## src/rtl/clk_ratio_seq.sv

```systemverilog
module clk_ratio_seq #(
  parameter int SEL_W    = 6,
  parameter int ACK_W    = 8,
  parameter int BYP_ON_W = 16,
  parameter int OFF_W    = 8,
  parameter int SET_W    = 32
) (
  input  logic                clk,
  input  logic                rst_n,
  input  logic [SEL_W-1:0]    sel,
  input  logic [ACK_W-1:0]    dly_ack,
  input  logic [BYP_ON_W-1:0] dly_byp_on,
  input  logic [OFF_W-1:0]    dly_byp_off,
  input  logic [OFF_W-1:0]    dly_chg_off,
  input  logic [SET_W-1:0]    dly_settle,
  input  logic                freeze_ack,
  output logic                freeze_n,
  output logic [2:0]          chg_n,
  output logic                pll_bypass,
  output logic                busy,
  output logic                done,
  output logic [1:0]          ratio
);

  typedef enum logic [2:0] {
    S_IDLE, S_FREEZE, S_ACT, S_CHG, S_BYP, S_DEASRT, S_SETTLE
  } state_t;

  state_t           state;
  logic [SEL_W-1:0] sel_q;
  logic [2:0]       code;
  logic [SET_W-1:0] cnt, lim;
  logic [2:0]       valid, rise;
  logic             start, hit;

  assign valid = {sel[5], sel[1], sel[0]};
  assign rise  = valid & ~{sel_q[5], sel_q[1], sel_q[0]};
  assign start = (rise != 3'b000) && $onehot(valid);

  always_comb begin
    case (state)
      S_ACT:    lim = SET_W'(dly_ack);
      S_CHG:    lim = SET_W'(dly_byp_on);
      S_BYP:    lim = SET_W'(dly_byp_off);
      S_DEASRT: lim = SET_W'(dly_chg_off);
      S_SETTLE: lim = dly_settle;
      default:  lim = '0;
    endcase
  end
  assign hit = (cnt == lim);

  always_ff @(posedge clk or negedge rst_n) begin
    if (!rst_n) begin
      state <= S_IDLE;
      sel_q <= '0;
      code  <= 3'b001;
      cnt   <= '0;
      done  <= 1'b0;
      ratio <= 2'd0;
    end else begin
      sel_q <= sel;
      done  <= 1'b0;
      case (state)
        S_IDLE: if (start) begin
          code  <= valid;
          state <= S_FREEZE;
        end
        S_FREEZE: if (freeze_ack) begin
          cnt   <= '0;
          state <= S_ACT;
        end
        default: begin
          if (!hit) cnt <= cnt + 1'b1;
          else begin
            cnt <= '0;
            case (state)
              S_ACT:    state <= S_CHG;
              S_CHG:    state <= S_BYP;
              S_BYP:    state <= S_DEASRT;
              S_DEASRT: state <= S_SETTLE;
              default: begin
                state <= S_IDLE;
                done  <= 1'b1;
                ratio <= code[2] ? 2'd2 : (code[1] ? 2'd1 : 2'd0);
              end
            endcase
          end
        end
      endcase
    end
  end

  assign busy       = (state != S_IDLE);
  assign freeze_n   = !busy;
  assign pll_bypass = (state == S_BYP);
  assign chg_n      = (state inside {S_CHG, S_BYP, S_DEASRT}) ? ~code : 3'b111;

endmodule


```

## config.mk

```make
export PLATFORM = sky130hd
export DESIGN_NAME = clk_ratio_seq
export DESIGN_NICKNAME = d
export VERILOG_FILES = /design/src/rtl/clk_ratio_seq.sv
export SDC_FILE = /design/constraint.sdc
export NUM_CORES = 1
export LEC_CHECK = 0
export BUFFER_PORTS_ARGS = -buffer_cell sky130_fd_sc_hd__buf_4
export CAP_MARGIN = 20
export CORE_MARGIN = 3
export CORE_UTILIZATION = 38
export CTS_BUF_LIST = sky130_fd_sc_hd__clkbuf_16
export DETAILED_ROUTE_END_ITERATION = 10
export SYNTH_ARGS = -nofsm -noshare
export SYNTH_HDL_FRONTEND = slang
export SYNTH_SLANG_ARGS = --single-unit
export TNS_END_PERCENT = 10
```

## constraint.sdc

```tcl
create_clock -name clk -period 3 [get_ports clk]
set_input_delay 0.6 -clock clk [delete_from_list [all_inputs] [get_ports clk]]
set_output_delay 0.6 -clock clk [all_outputs]
set_load 0.05 [all_outputs]
```

==> run_results.csv <==
group,metric,value,unit
finish,n_fill_cell,843,
power,switching_power,784,µW
sta,finClkSkew,0.00534,ns
power,p_leak,1.98,nW
setup_path,crit_path_end_kind,"flip-flop",
setup_path,crit_type,"flip-flop to flip-flop",
sta,post-route-min-period,2.78,ns
detailed_routing,wl_per_cell,16.5,µm
setup_path,crit_arrival,2.95,ns
synth,ys.flop_type,"dfrtp_1",
power,pwr-share-clk,27.4,%
sta,report.final.slew_viol_count,0,
finish,areaGrowthSynthToFinish,28.9,%
power,total_power,2.27,mW
sta,relSlewSlack,60.8,%
detailed_routing,ant_nets,0,
floorplan,die_width,102,µm
sta,fin_tns_setup,0,ns
hold_path,hp-class,"input port to async pin",
synth,syn_area_per_cell,8.48,µm²
setup_path,crit_required,3.17,ns
synth,yosysSeqAreaShare,31.7,%
global_routing,grt_overflow,0,
setup_path,r2r_slack,0.22,ns
place,dp_slack,0.0830,ns
sta,fmax,360,MHz
synth,synth_nets,493,
floorplan,io_pins,90,
detailed_routing,drt_iter0_markers,180,
place,io_buffers,86,
setup_path,rr_endpoint,"cnt[20]",
clock_network,cts_max_level,2,
place,dp_hpwl,7690,µm
detailed_routing,firstDrtPassIters,4,
clock_network,cts-buffers-inserted,5,
power,seq_power_share,36.6,%
setup_path,reg2reg_from,"state[0]",
global_routing,grt_pass1_wl,15900,µm
finish,num_antenna_cells,0,
place,gp_congestion,0.868,
global_routing,grt_pass1_vias,3256,
floorplan,die_h,102,µm
clock_network,clkTransAtPathRegs,0.06,ns
clock_network,cts_num_sinks,44,
detailed_routing,vias,3381,
clock_network,cts_hold_buf,0,
clock_network,cts_root_buffer,"clkbuf_16",
sta,worstMarginPinSlew,0.587,ns
clock_network,clockBufferDepth,2,
sta,final.period_utilization,92.6,%
finish,postLayoutCellArea,4480,µm²
clock_network,cts_tree,"yes",
synth,ys_ff_latch,44,
finish,num-nets-final,576,
synth,synth-async-reset-ratio,100,%
setup_path,r2r_cells,10,
synth,synth_area,3480,µm²
detailed_routing,drc,0,
global_routing,antenna_found_initial,0,
synth,synth.distinct_cells,64,
detailed_routing,wl,9910,µm
sta,setup_violations,0,
power,power_frac_comb,36.0,%
power,irDropWorstVdd,0.280,mV
global_routing,grtUsageTotal,19.3,%
sta,rsz0062_at_grt,"false",
finish,drive_gt1_share,26.9,%
sta,hold_viol,0,
global_routing,grt_max_degree,45,
finish,final_cells,602,
run_status,outcome,"finished, final reports clean",
clock_network,clk_latency,0.29,ns
place,place_area,4290,µm²
floorplan,start_util,39.5,%
sta,timing.hold.ws,0.312,ns
place,dpl.cell_count,593,
setup_path,cp-start-kind,"flip-flop",
detailed_routing,via_per_inst,5.62,
sta,setup_slack,0.222,ns
power,power.share.switching,34.5,%
power,intPower,1.49,mW
floorplan,die-area,10300,µm²
floorplan,coreArea,8810,µm²
synth,synth_edf_count,0,
setup_path,path_max_fanout,29,
finish,post-route-util,50.9,%
floorplan,row_count,34,
power,power_density,507,nW/µm²
flow_run,cap_viol_max_count,0,
synth,yosys_warnings,0,
synth,syn_inst,410,
## worst max-delay path by stage
stage / startpoint / end / slack [ns]
3_3_place_gp: dly_settle[20] / ratio[0] / 0.12
4_1_cts: state[2] / state[0] / 0.09
2_1_floorplan: state[2] / busy / 0.25
6_report: state[0] / cnt[20] / 0.22
5_1_grt: state[1] / state[0] / 0.02
3_5_place_dp: dly_byp_on[9] / state[0] / 0.08
## Yosys cell counts (all sizes together) (11+ instances only)
cell	count	area [µm²]
nand2	29	109
o21ai	17	85.1
dfrtp	43	1080
buf	17	105
xnor2	33	289
xor2	24	210
nand4	11	68.8
a31oi	11	68.8
clkbuf	13	50.0
nand3	18	95.1
nor2	64	240
## layer usage
metal	vias up	part of all wire [%]	global-route usage (%)
met1	1641	46	27.2
li1	1635	-	-
met3	11	5.6	2.75
met4	0	1.5	4.60
met5	-	0	0
met2	94	47	31.4
## power groups by stage
stage	registers, mW	logic (mW)	clock network, mW
global route	0.850	0.913	0.660
floorplan	0.725	0.630	0
CTS	0.828	0.805	0.636
global placement	0.832	0.791	0
finish	0.833	0.818	0.623
detailed placement	0.838	0.800	0
## state kept, by name, summed over array words and instances, names as in the netlist
name	cells
done	1
ratio	2
code	3
sel_q	3
cnt	32
state	3
## critical path, cell delays in order, from the launching register on
cell	delay, ns
dfrtp_2	0.46
buf_4	0.19
and3b_1	0.17
nor2_1	0.17
o22ai_1	0.12
a2111o_1	0.46
nor4_4	0.34
nand3_2	0.19
mux2i_2	0.25
buf_12	0.22
nor2_1	0.08
## placed cells by master, fill, tap and decap left out, types with 8 or more instances in the layout
cell type,netlist,routed
buf_4,6,102
dfrtp_1,43,40
a22oi_1,8,8
nor4bb_1,10,10
nand3_1,17,17
inv_1,10,10
nand4_1,11,11
nor2_1,64,64
o21ai_0,16,16
xor2_1,24,24
nand3b_1,9,9
a31oi_1,11,11
nand2_1,29,29
mux2i_1,10,9
xnor2_1,33,33
## kinds of logic after synthesis
family | share of synthesized area (%)
and+or+nand+nor | 27.6
AOI/OAI and AO/OA | 15.3
xor gates and xnor gates | 14.4
DFF | 31.7
buffers and inverters | 5.65
muxes | 4.50
adders and majority gates | 0.935
## cell type report
| class | instances | area [µm²] | share of cell area [%] |
|---|---|---|---|
| Multi-Input combinational cell | 325 | 2200 | 49.0 |
| Timing Repair Buffer | 106 | 837 | 18.7 |
| Inverter | 11 | 41.3 | 0.921 |
| Clock buffer | 5 | 125 | 2.79 |
| Tap cell | 108 | 135 | 3.01 |
| Clock inverter | 3 | 42.5 | 0.949 |
| Sequential cell | 44 | 1110 | 24.7 |
## what timing repair did
action | in CTS | in global routing
setup buffers | 0 | 1
endpoints found under the setup margin | 0 | 34
resized for setup | 0 | 8
Power figures use the tool's default switching activity.
